### src/rtl/xae_pkg.sv
package xae_pkg;
   // Which channel width variant the mapping logic is built for
   typedef enum logic [1:0] {
      KIND_BYTE    = 2'd0,
      KIND_WORD    = 2'd1,
      KIND_RUNTIME = 2'd2
   } chan_kind_e;
endpackage

### src/rtl/xae_addr_unit.sv
module xae_addr_unit #(
   parameter int ADDR_W = 16
) (
   input  logic              clk,
   input  logic              rst_n,
   input  logic              load,
   input  logic [ADDR_W-1:0] load_addr,
   input  logic              advance,
   input  logic              reload,
   input  logic              dir_down,
   output logic [ADDR_W-1:0] cur_addr
);
   logic [ADDR_W-1:0] start_q;
   logic [ADDR_W-1:0] cur_q;
   logic [ADDR_W-1:0] stepped;

   // Offset arithmetic is confined to ADDR_W bits: it wraps, never carries into the page
   always_comb begin
      if (dir_down) stepped = cur_q - 1'b1;
      else          stepped = cur_q + 1'b1;
   end

   always_ff @(posedge clk) begin
      if (!rst_n) begin
         start_q <= '0;
         cur_q   <= '0;
      end else if (load) begin
         start_q <= load_addr;
         cur_q   <= load_addr;
      end else if (reload) begin
         cur_q   <= start_q;
      end else if (advance) begin
         cur_q   <= stepped;
      end
   end

   assign cur_addr = cur_q;
endmodule

### src/rtl/xae_count_unit.sv
module xae_count_unit #(
   parameter int CNT_W = 16
) (
   input  logic             clk,
   input  logic             rst_n,
   input  logic             load,
   input  logic [CNT_W-1:0] load_count,
   input  logic             xfer_done,
   input  logic             auto_init,
   output logic             advance,
   output logic             reload,
   output logic [CNT_W-1:0] cur_count,
   output logic [CNT_W-1:0] residue,
   output logic             tc_pulse,
   output logic             masked
);
   logic [CNT_W-1:0] start_q;
   logic [CNT_W-1:0] cur_q;
   logic             mask_q;
   logic             tc_q;
   logic             at_end;

   assign at_end  = (cur_q == '0);
   // Load wins over a transfer in the same cycle; a masked channel accepts nothing
   assign advance = xfer_done && !mask_q && !load;
   assign reload  = advance && at_end && auto_init;

   always_ff @(posedge clk) begin
      if (!rst_n) begin
         start_q <= '0;
         cur_q   <= '0;
         mask_q  <= 1'b1;
         tc_q    <= 1'b0;
      end else begin
         tc_q <= advance && at_end;
         if (load) begin
            start_q <= load_count;
            cur_q   <= load_count;
            mask_q  <= 1'b0;
         end else if (advance) begin
            if (reload) cur_q <= start_q;
            else        cur_q <= cur_q - 1'b1;
            if (at_end && !auto_init) mask_q <= 1'b1;
         end
      end
   end

   assign cur_count = cur_q;
   assign residue   = cur_q + 1'b1;
   assign tc_pulse  = tc_q;
   assign masked    = mask_q;
endmodule

### src/rtl/xae_phys_map.sv
module xae_phys_map
   import xae_pkg::*;
#(
   parameter int         ADDR_W = 16,
   parameter int         PAGE_W = 8,
   parameter chan_kind_e KIND   = KIND_RUNTIME,
   localparam int        PHYS_W = PAGE_W + ADDR_W
) (
   input  logic [PAGE_W-1:0] page,
   input  logic [ADDR_W-1:0] offset,
   input  logic              word_sel,
   output logic [PHYS_W-1:0] phys_addr
);
   logic              eff_word;
   logic [PHYS_W-1:0] byte_form;
   logic [PHYS_W-1:0] word_form;

   generate
      if (KIND == KIND_BYTE) begin : g_byte
         assign eff_word = word_sel & 1'b0;
      end else if (KIND == KIND_WORD) begin : g_word
         assign eff_word = word_sel | 1'b1;
      end else begin : g_runtime
         assign eff_word = word_sel;
      end
   endgenerate

   // Byte: page on top of the offset. Word: offset shifted up one, page LSB dropped.
   assign byte_form = {page, offset};
   assign word_form = {page[PAGE_W-1:1], offset, 1'b0};
   assign phys_addr = eff_word ? word_form : byte_form;
endmodule

### src/rtl/xfer_addr_engine.sv
module xfer_addr_engine
   import xae_pkg::*;
#(
   parameter int         ADDR_W = 16,
   parameter int         CNT_W  = 16,
   parameter int         PAGE_W = 8,
   parameter chan_kind_e KIND   = KIND_RUNTIME,
   localparam int        PHYS_W = PAGE_W + ADDR_W
) (
   input  logic              clk,
   input  logic              rst_n,
   input  logic              load,
   input  logic [ADDR_W-1:0] load_addr,
   input  logic [CNT_W-1:0]  load_count,
   input  logic [PAGE_W-1:0] page,
   input  logic              word_sel,
   input  logic              dir_down,
   input  logic              auto_init,
   input  logic              xfer_done,
   output logic [PHYS_W-1:0] phys_addr,
   output logic [ADDR_W-1:0] cur_addr,
   output logic [CNT_W-1:0]  cur_count,
   output logic [CNT_W-1:0]  residue,
   output logic              tc_pulse,
   output logic              masked
);
   generate
      if (ADDR_W < 2) begin : g_bad_addr
         $error("xfer_addr_engine: ADDR_W must be at least 2");
      end
      if (CNT_W < 1) begin : g_bad_cnt
         $error("xfer_addr_engine: CNT_W must be at least 1");
      end
      if (PAGE_W < 2) begin : g_bad_page
         $error("xfer_addr_engine: PAGE_W must be at least 2");
      end
   endgenerate

   logic advance;
   logic reload;

   xae_count_unit #(.CNT_W(CNT_W)) u_count (
      .clk       (clk),
      .rst_n     (rst_n),
      .load      (load),
      .load_count(load_count),
      .xfer_done (xfer_done),
      .auto_init (auto_init),
      .advance   (advance),
      .reload    (reload),
      .cur_count (cur_count),
      .residue   (residue),
      .tc_pulse  (tc_pulse),
      .masked    (masked)
   );

   xae_addr_unit #(.ADDR_W(ADDR_W)) u_addr (
      .clk      (clk),
      .rst_n    (rst_n),
      .load     (load),
      .load_addr(load_addr),
      .advance  (advance),
      .reload   (reload),
      .dir_down (dir_down),
      .cur_addr (cur_addr)
   );

   xae_phys_map #(.ADDR_W(ADDR_W), .PAGE_W(PAGE_W), .KIND(KIND)) u_map (
      .page     (page),
      .offset   (cur_addr),
      .word_sel (word_sel),
      .phys_addr(phys_addr)
   );
endmodule

### config.mk
export PLATFORM = sky130hd
export DESIGN_NAME = xfer_addr_engine
export DESIGN_NICKNAME = d
export VERILOG_FILES = /design/src/rtl/xae_pkg.sv /design/src/rtl/xae_addr_unit.sv /design/src/rtl/xae_count_unit.sv /design/src/rtl/xae_phys_map.sv /design/src/rtl/xfer_addr_engine.sv
export SDC_FILE = /design/constraint.sdc
export NUM_CORES = 1
export LEC_CHECK = 0
export BUFFER_PORTS_ARGS = -buffer_cell sky130_fd_sc_hd__buf_2
export CAP_MARGIN = 10
export CELL_PAD_IN_SITES_DETAIL_PLACEMENT = 0
export CELL_PAD_IN_SITES_GLOBAL_PLACEMENT = 1
export CORE_ASPECT_RATIO = 2
export CORE_MARGIN = 5
export CORE_UTILIZATION = 43
export DETAILED_ROUTE_END_ITERATION = 8
export PLACE_DENSITY_LB_ADDON = 0.05
export SYNTH_ARGS = -nofsm -noshare
export SYNTH_HDL_FRONTEND = slang
export SYNTH_HIERARCHICAL = 1
export SYNTH_SLANG_ARGS = --single-unit
### constraint.sdc
create_clock -name clk -period 8 [get_ports clk]
set_clock_uncertainty 0.15 [all_clocks]
set_input_delay 1.6 -clock clk [delete_from_list [all_inputs] [get_ports clk]]
set_output_delay 1.6 -clock clk [all_outputs]
set_load 0.01 [all_outputs]
==> results.toml, run 1 <==
[layout]
n_antenna_cell = 0
mostFrequentLayoutCells = "buf_2, dfxtp_1, nand2_1, nor2_1, o21ai_0"
fin_area_mm2 = 0.00552
area_delta_synth_final_pct = 17.1
seq_area_mm2 = 0.00132
layout_commonest_cell = "buf_2"
fillerInstances = 1093
fin_nets = 693
multi_input_area_mm2 = 0.00308
drive_gt1_share_pct = 26.1

[drt]
wl_um = 13700
routed_via_density = 5.69
wl_per_cell_um = 17.7
drt-initial-drc-count = 152
vias = 4398
dr.pass1.iters = 5
antenna_left = 0
drc_errors = 0

[clock_network]
clockBufferDepth = 2
cts_buffers = 9
holdBufCountCts = 0
cts_tree = "done"
clockRootBuffer = "clkbuf_16"
clk_latency_ns = 0.33
cts.clk_slew.worst_paths_ns = 0.06
numClockSinks = 66
htree_levels = 3
post-cts-setup-buffers = 0
cts.repair.resized = 0

[synth]
synth.area.mux_share_pct = 12.2
synth_top_family_by_area = "simple AND/OR/NAND/NOR gates"
synth_compound_area_share_pct = 20.3
synthAdderAreaFrac_pct = 4.94
syn-num-nets = 622
synthArstFlopShare_pct = 0
yosysTopAreaCell = "dfxtp_1"
synth_edf_count = 0
ys_types = 77
synth_area_mm2 = 0.00471
synth.yosys.seq_area_share_pct = 28.0
yosys.area_share.simple_pct = 21.2
synthCells = 557
synth_xor_area_share_pct = 6.50
yosys_warnings = 6
synth.area.top_cells = "dfxtp_1, mux2i_1, ha_1"
ys.flop_type = "dfxtp_1"
syn_area_per_cell_um2 = 8.46
ys_ff_latch = 66
synth_top_area_share_pct = 28.0

[pwr]
swShare_pct = 30.0
ir_worst_vdd_mv = 0.117
pwr-share-seq_pct = 35.5
p_comb_share_pct = 24.0
p_leak_nw = 2.47
p_clk_share_pct = 40.6
internal_power_w = 0.000768
switchingPower_w = 0.000329
power.density_mw_per_mm2 = 199
power_w = 0.00110

[status]
status = "completed"

[timing]
setup_violations = 0
fmax_mhz = 233
fin_crit_ns = 4.28
fin_setup_tns_ns = 0
rsz0062_at_grt = "no"
post-route-period-util_pct = 53.5
slew_violations = 0
slew_headroom_pct = 27.5
worst_pin_slew_ns = 1.08
hold_viol = 0
fin_hold_ws_ns = 0.321

[global_routing]
grt_use_total_pct = 20.4
antenna_found_initial = 0
grt_use_met3_pct = 3.85
top_usage_layer = "met2"
grt_start_max_net_pins = 51
grt_pass1_vias = 4321
grt_overflow_total = 0
grt_first_pass_wirelength_um = 21800
grtUsageMet1_pct = 21.2
grt_util_met2_pct = 39.2

[die]
coreArea_mm2 = 0.0108
io_pins = 121
start_util_pct = 43.6
fp.dieW_um = 84.0
die_h_um = 158
die_area_mm2 = 0.0133
core.rowCount = 54

[placed_design]
io_buffers = 106
dpl_cell_area_mm2 = 0.00518
place_hpwl_um = 10000
gp_congestion = 0.837

[critical_path]
worstPathArrival_ns = 2.53
critPathLaunchType = "input pin"
required_ns = 6.25
crit_fanout = 17
setup.worst_path.class = "in -> out"
critPathCaptureType = "output pin"

[min_path]
hold_class = "reg -> reg"

[run]
drv_cap = 0
[synthesized netlist by cell type (14+ instances only)]
cell type,number
nand3_1,14
nand2_1,49
nor2_1,45
a21oi_1,28
clkbuf_1,23
o21ai_0,37
xor2_1,16
dfxtp_1,66
ha_1,17
nor2b_1,18
mux2i_1,35
xnor2_1,19
[worst paths after layout]
check	start	end	slack, ns	cells after the start
setup / recovery	word_sel	phys_addr[14]	3.72	3
hold / removal	u_count/start_q[5]$_SDFFE_PN0P_	u_count/start_q[5]$_SDFFE_PN0P_	0.32	2
setup reg to reg	u_count/cur_count[0]$_SDFFE_PN0P_	u_addr/cur_addr[9]$_SDFFE_PN0P_	5.01	11
hold reg to reg	u_count/start_q[5]$_SDFFE_PN0P_	u_count/start_q[5]$_SDFFE_PN0P_	0.32	2
[critical path, stage by stage]
cell and delay (ns):
buf_2 0.40, mux2_2 0.38, buf_2 0.14
[power by group through the flow]
stage               clock network, W  registers [W]  logic [W]
floorplan                          0       0.000383   0.000198
global placement                   0       0.000396   0.000260
detailed placement                 0       0.000396   0.000262
finish                      0.000445       0.000389   0.000263
CTS                         0.000454       0.000389   0.000264
global route                0.000472       0.000394   0.000290
[layout make-up]
class,instances,area share [%]
inverters,13,0.884
well taps,140,3.17
clock buffers,12,4.83
repair buffers,109,10.0
clock inverters,4,1.32
flip-flops and latches,66,23.9
multi-input cells,429,55.8
[registers in the layout (all words and copies together) (netlist names)]
register,cells
u_count/tc_pulse,1
u_count/masked,1
u_addr/cur_addr,16
u_count/start_q,16
u_count/cur_count,16
u_addr/start_q,16
[logic make-up (layout without fill, tap and decap cells)]
logic type | count (synthesis) | count (layout)
simple gates | 185 | 185
compound gates | 139 | 139
flops | 66 | 66
buf+inv | 62 | 138
mux | 52 | 52
xor+xnor | 35 | 35
fa+ha+maj | 18 | 18
[routing by layer]
layer  part of all wire [%]  up-vias  wire (um)
li1                       -     2146          -
met1                     38     2091       5150
met2                     55      137       7560
met3                    4.4       24        601
met4                    2.6        0        352
met5                      0        -          0
[through the flow]
step	cells	utilization, %	worst slack, ns
after floorplan	557	-	4.09
after global placement	757	47.9	3.73
after detailed placement	757	47.9	3.71
after CTS	773	51.0	3.71
after global routing	773	51.0	3.68
final	773	51.0	3.72
(Power assumes the default switching activity.)
==> run 2, diff against run 1 <==
--- a/config.mk
+++ b/config.mk
@@ -5,13 +5,14 @@
 export SDC_FILE = /design/constraint.sdc
 export NUM_CORES = 1
 export LEC_CHECK = 0
+export ABC_AREA = 1
 export BUFFER_PORTS_ARGS = -buffer_cell sky130_fd_sc_hd__buf_2
 export CAP_MARGIN = 10
 export CELL_PAD_IN_SITES_DETAIL_PLACEMENT = 0
 export CELL_PAD_IN_SITES_GLOBAL_PLACEMENT = 1
 export CORE_ASPECT_RATIO = 2
 export CORE_MARGIN = 5
-export CORE_UTILIZATION = 43
+export CORE_UTILIZATION = 38
 export DETAILED_ROUTE_END_ITERATION = 8
 export PLACE_DENSITY_LB_ADDON = 0.05
 export SYNTH_ARGS = -nofsm -noshare
==> constraint.sdc (replaced) <==
create_clock -name clk -period 4 [get_ports clk]
set_clock_uncertainty 0.15 [all_clocks]
set_input_delay 0.8 -clock clk [delete_from_list [all_inputs] [get_ports clk]]
set_output_delay 0.8 -clock clk [all_outputs]
set_load 0.01 [all_outputs]
==> run 2 against run 1 <==
Worst setup slack worse by 2.9 ns. Synthesized cell count up 45%. Sequential cell count did not move. Design area rose by 5.9%. Largest cell class unchanged. Cell count rose by 35%. Non-clock buffer count increased by 1. Hold slack got worse by 0.0092 ns. Largest power group unchanged. Clock power increased by 93%.
==> results.toml, run 2 <==
[die]
core.rowCount = 59
start_util_pct = 38.9
die_area_mm2 = 0.0159
die_h_um = 174
fp.dieW_um = 91.8
coreArea_mm2 = 0.0131
io_pins = 121

[timing]
fmax_mhz = 318
rsz0062_at_grt = "no"
fin_hold_ws_ns = 0.312
setup_violations = 0
slew_violations = 0
hold_viol = 0
slew_headroom_pct = 60.6
fin_setup_tns_ns = 0
worst_pin_slew_ns = 0.591
fin_crit_ns = 3.15
post-route-period-util_pct = 78.7

[critical_path]
critPathTopFamily = "simple AND/OR/NAND/NOR gates"
crit_start = "u_count/cur_count[2]$_SDFFE_PN0P_"
worstPathArrival_ns = 2.20
critPathLaunchType = "flop"
rrSetupSlack_ns = 1.00
rr_startpoint = "u_count/cur_count[0]$_SDFFE_PN0P_"
cp.depth = 7
crit_path_end = "residue[15]"
crit_chain = "nand3_1 > nor2_1 > nand4_1 > nor2_1 > nand3_1 > xor2_1 > buf_2"
max_stage_delay_ns = 0.54
setup.worst_path.class = "reg -> out"
cpMaxStageDelayCell = "dfxtp_1"
reg2regPathDepth = 13
required_ns = 3.05
crit_fanout = 9
critPathBufInv = 1
crit-reg2reg-capture = "u_addr/cur_addr[2]$_SDFFE_PN0P_"
critPathCaptureType = "output pin"

[clock_network]
cts.clk_slew.worst_paths_ns = 0.06
cts_buffers = 9
cts.repair.resized = 0
clockRootBuffer = "clkbuf_16"
cts_tree = "done"
numClockSinks = 66
holdBufCountCts = 0
htree_levels = 3
clk_latency_ns = 0.33
post-cts-setup-buffers = 0
clockBufferDepth = 2

[layout]
fin_area_mm2 = 0.00584
stdcell_count = 1042
seq_area_mm2 = 0.00132
drive_gt1_share_pct = 22.1
layout_commonest_cell = "nand2_1"
mostFrequentLayoutCells = "nand2_1, buf_2, a21oi_1, inv_1, dfxtp_1"
multi_input_area_mm2 = 0.00314
fin_nets = 950
fillerInstances = 1430
area_delta_synth_final_pct = 14.9
n_antenna_cell = 0

[global_routing]
grt_pass1_vias = 5266
antenna_found_initial = 0
grt_start_max_net_pins = 59
grt_overflow_total = 0
grt_use_total_pct = 20.2
grt_first_pass_wirelength_um = 25900

[synth]
post-synth-top-count-cell = "nand2_1"
synth_edf_count = 0
synth.area.top_cells = "dfxtp_1, nand2_1, a21oi_1"
syn_area_per_cell_um2 = 6.32
synth_top_area_share_pct = 26.0
ys_types = 40
synthArstFlopShare_pct = 0
yosysTopAreaCell = "dfxtp_1"
synth_area_mm2 = 0.00509
syn-num-nets = 870
synthCells = 805
synth.yosys.seq_area_share_pct = 26.0
ys_top_cells_by_count = "nand2_1, a21oi_1, inv_1"
ys_ff_latch = 66
ys.flop_type = "dfxtp_1"
yosys_warnings = 6

[drt]
drt-initial-drc-count = 223
vias = 5233
drc_errors = 0
routed_via_density = 5.02
wl_um = 16000
dr.pass1.iters = 4
wl_per_cell_um = 15.3
antenna_left = 0

[pwr]
swShare_pct = 34.4
p_clk_share_pct = 37.3
p_comb_share_pct = 29.0
p_leak_nw = 3.07
internal_power_w = 0.00152
power.density_mw_per_mm2 = 395
ir_worst_vdd_mv = 0.195
pwr-share-seq_pct = 33.8
switchingPower_w = 0.000793
power_w = 0.00231

[run]
drv_cap = 0

[placed_design]
gp_congestion = 0.859
dpl_cell_area_mm2 = 0.00551
io_buffers = 106
place_inst = 1026
place_hpwl_um = 12800

[min_path]
hold_class = "reg -> reg"

[status]
status = "completed"
[run 2: changes by cell type in the layout (fill, tap and decap cells not counted), moves of 9 or more]
cell and change:
mux2_4 -9, xnor2_1 -17, inv_1 +58, nand2_1 +233, nor2_2 +10, nor2b_1 -18, nand2_2 +23, a21oi_1 +50
mux2i_1 -35, o221ai_1 -10, nand3_1 +36, o21ai_1 +14
[run 2: final cells by class]
type                    count  share of cell area, %
multi-input cells         619                   53.7
flip-flops and latches     66                   22.6
repair buffers            110                   9.59
inverters                  79                   5.20
clock buffers              10                   4.09
well taps                 152                   3.25
clock inverters             6                   1.54
[run 2: worst register-to-register path, cell delays in order (launching register included)]
cell	delay, ns
dfxtp_1	0.35
inv_1	0.14
ha_1	0.28
nor3b_1	0.20
nand3_1	0.09
nor2_1	0.20
nand2_1	0.11
nor2_1	0.45
nor2_4	0.06
inv_4	0.19
nor2_8	0.08
inv_2	0.32
o21ai_0	0.16
a31oi_1	0.15
[run 2: cell families after synthesis]
group,Yosys count,synth area share (%)
simple gates,444,39.5
compound gates,138,14.3
buf+inv,120,12.3
flops,66,26.0
xor+xnor,19,3.27
fa+ha+maj,18,4.57
[run 2: worst min path at each step]
| stage | end | slack [ns] | start | depth (start not counted) |
|---|---|---|---|---|
| after CTS | u_count/start_q[13]$_SDFFE_PN0P_ | 0.31 | u_count/start_q[13]$_SDFFE_PN0P_ | 2 |
| after global routing | u_count/start_q[4]$_SDFFE_PN0P_ | 0.33 | u_count/start_q[4]$_SDFFE_PN0P_ | 2 |
| final | u_count/start_q[14]$_SDFFE_PN0P_ | 0.31 | u_count/start_q[14]$_SDFFE_PN0P_ | 2 |
| after global placement | u_count/start_q[4]$_SDFFE_PN0P_ | 0.30 | u_count/start_q[4]$_SDFFE_PN0P_ | 2 |
| after floorplan | u_count/start_q[0]$_SDFFE_PN0P_ | 0.29 | u_count/start_q[0]$_SDFFE_PN0P_ | 2 |
| after detailed placement | u_count/start_q[3]$_SDFFE_PN0P_ | 0.31 | u_count/start_q[3]$_SDFFE_PN0P_ | 2 |
[run 2: power by group through the flow]
stage | logic (W) | registers [W] | clock network (W)
2_1_floorplan | 0.000492 | 0.000778 | 0
3_5_place_dp | 0.000671 | 0.000793 | 0
4_1_cts | 0.000675 | 0.000780 | 0.000882
5_1_grt | 0.000755 | 0.000789 | 0.000911
3_3_place_gp | 0.000668 | 0.000792 | 0
6_report | 0.000669 | 0.000779 | 0.000860
[run 2: metal layers]
metal	global-route usage (%)	wire length [um]	vias to the layer above
met3	2.74	500	23
met4	7.94	483	0
met1	19.4	5720	2358
met5	0	0	-
li1	-	-	2724
met2	41.5	9270	128
[run 2: stage by stage]
step / setup slack (ns) / utilization, %
6_report: 0.852 / 44.7
4_1_cts: 0.753 / 44.7
3_3_place_gp: 1.00 / 42.2
5_1_grt: 0.660 / 44.7
2_1_floorplan: 1.56 / -
3_5_place_dp: 0.920 / 42.2
==> run 3, diff against run 2 <==
==> constraint.sdc (replaced) <==
create_clock -name clk -period 3.05 [get_ports clk]
set_clock_uncertainty 0.15 [all_clocks]
set_input_delay 0.61 -clock clk [delete_from_list [all_inputs] [get_ports clk]]
set_output_delay 0.61 -clock clk [all_outputs]
set_load 0.01 [all_outputs]
==> run 3 against run 2 <==
First-iteration DRC count increased by 2.7%. Die area unchanged. Design area increased by 1.3%. Critical path depth increased by 3. Global-route usage increased by 0.32 points. Hold slack improved by 0.0016 ns. Clock power increased by 33%. Wire length increased by 1.2%. Count of clock-buffer cells in the layout unchanged. Highest routed layer unchanged.
==> results.toml, run 3 (synthesis gave the netlist of run 2 again) <==
[die]
start_util_pct = 38.9
fp.dieW_um = 91.8
core.rowCount = 59
die_h_um = 174
io_pins = 121
die_area_mm2 = 0.0159
coreArea_mm2 = 0.0131

[layout]
mostFrequentLayoutCells = "nand2_1, buf_2, a21oi_1, inv_1, dfxtp_1"
seq_area_mm2 = 0.00132
fillerInstances = 1408
n_antenna_cell = 0
multi_input_area_mm2 = 0.00314
drive_gt1_share_pct = 23.2
layout_commonest_cell = "nand2_1"
fin_area_mm2 = 0.00592
fin_nets = 960
area_delta_synth_final_pct = 16.4

[timing]
post-route-period-util_pct = 92.3
setup_violations = 0
slew_headroom_pct = 62.2
worst_pin_slew_ns = 0.565
fin_setup_tns_ns = 0
rsz0062_at_grt = "no"
slew_violations = 0
fin_crit_ns = 2.81
fmax_mhz = 355
hold_viol = 0

[clock_network]
clockBufferDepth = 2
cts.clk_slew.worst_paths_ns = 0.06
htree_levels = 3
cts.repair.resized = 0
cts_tree = "done"
cts_buffers = 9
clk_latency_ns = 0.33
post-cts-setup-buffers = 0
holdBufCountCts = 0
clockRootBuffer = "clkbuf_16"
numClockSinks = 66

[min_path]
hold_class = "reg -> reg"

[global_routing]
antenna_found_initial = 0
grt_first_pass_wirelength_um = 26100
grt_overflow_total = 0
grt_pass1_vias = 5189
grt_use_total_pct = 20.5
grt_start_max_net_pins = 35

[critical_path]
critPathLaunchType = "flop"
required_ns = 2.29
critPathCaptureType = "output pin"
cpMaxStageDelayCell = "dfxtp_1"
crit_fanout = 6
rr_startpoint = "u_count/cur_count[0]$_SDFFE_PN0P_"
crit_start = "u_count/cur_count[1]$_SDFFE_PN0P_"
worstPathArrival_ns = 2.05
crit-reg2reg-capture = "u_addr/cur_addr[2]$_SDFFE_PN0P_"
crit_path_end = "residue[14]"
crit_chain = "ha_1 > nand2_1 > inv_1 > nand2_1 > nor2_2 > nand3_2 > nor2_2 > nand3_1 > xor2_1 > buf_2"
reg2regPathDepth = 13
setup.worst_path.class = "reg -> out"
rrSetupSlack_ns = 0.32
max_stage_delay_ns = 0.42

[drt]
vias = 5288
dr.pass1.iters = 4
drc_errors = 0
antenna_left = 0
routed_via_density = 5.03
drt-initial-drc-count = 229
wl_um = 16200
wl_per_cell_um = 15.4

[status]
status = "completed"

[placed_design]
dpl_cell_area_mm2 = 0.00559
io_buffers = 106
gp_congestion = 0.857
place_hpwl_um = 12900

[pwr]
p_leak_nw = 3.12
power.density_mw_per_mm2 = 516
ir_worst_vdd_mv = 0.364

[run]
drv_cap = 0
==> run 3: cell count changes in the layout (fill, tap and decap cells not counted) <==
cell,previous run,this run
dfxtp_1,66,64
buf_4,4,14
dfxtp_2,0,2
==> run 3: power by group <==
part           switching, W  total [W]  internal (W)
logic              0.000571   0.000903      0.000331
registers         0.0000785    0.00101      0.000928
clock network      0.000403    0.00114      0.000739
total               0.00105    0.00305       0.00200
==> run 3: layout make-up <==
| cell class | count | area share (%) |
|---|---|---|
| well taps | 152 | 3.21 |
| repair buffers | 120 | 10.7 |
| inverters | 79 | 5.14 |
| clock buffers | 10 | 4.04 |
| flip-flops and latches | 66 | 22.4 |
| clock inverters | 6 | 1.52 |
| multi-input cells | 619 | 53.0 |
==> run 3: worst min path at each step <==
stage | start | endpoint | cells past startpoint | slack, ns
after CTS | u_count/start_q[13]$_SDFFE_PN0P_ | u_count/start_q[13]$_SDFFE_PN0P_ | 2 | 0.31
after global placement | u_count/start_q[7]$_SDFFE_PN0P_ | u_count/start_q[7]$_SDFFE_PN0P_ | 2 | 0.30
after floorplan | u_count/start_q[0]$_SDFFE_PN0P_ | u_count/start_q[0]$_SDFFE_PN0P_ | 2 | 0.29
after global routing | u_addr/start_q[6]$_SDFFE_PN0P_ | u_addr/start_q[6]$_SDFFE_PN0P_ | 2 | 0.33
final | u_count/start_q[7]$_SDFFE_PN0P_ | u_count/start_q[7]$_SDFFE_PN0P_ | 2 | 0.31
after detailed placement | u_count/start_q[13]$_SDFFE_PN0P_ | u_count/start_q[13]$_SDFFE_PN0P_ | 2 | 0.30
==> run 3: metrics by stage <==
step / hold WS [ns] / utilization (%) / cells / power, W / setup WS, ns
floorplan: 0.290 / - / 805 / 0.00166 / 0.696
global placement: 0.298 / 42.8 / 1036 / 0.00192 / 0.457
detailed placement: 0.304 / 42.8 / 1036 / 0.00193 / 0.325
CTS: 0.312 / 45.3 / 1052 / 0.00309 / 0.0997
global route: 0.333 / 45.3 / 1052 / 0.00323 / 0.0508
finish: 0.313 / 45.3 / 1052 / 0.00305 / 0.236
==> run 3: critical path, delay by kind of cell (launching register included) <==
family                     cells  cell delay (ns)
adders and majority gates      1             0.20
and+or+nand+nor                6             0.70
buffers and inverters          2             0.26
DFF                            1             0.42
xor gates and xnor gates       1             0.16
==> run 3: per-layer routing <==
| metal | share of wire, % | up-vias | wire length, um | track usage (%) |
|---|---|---|---|---|
| met5 | 0 | - | 0 | 0 |
| li1 | - | 2729 | - | - |
| met3 | 4.1 | 27 | 657 | 2.65 |
| met1 | 35 | 2377 | 5660 | 19.8 |
| met4 | 3.0 | 0 | 490 | 8.13 |
| met2 | 58 | 155 | 9360 | 42.0 |
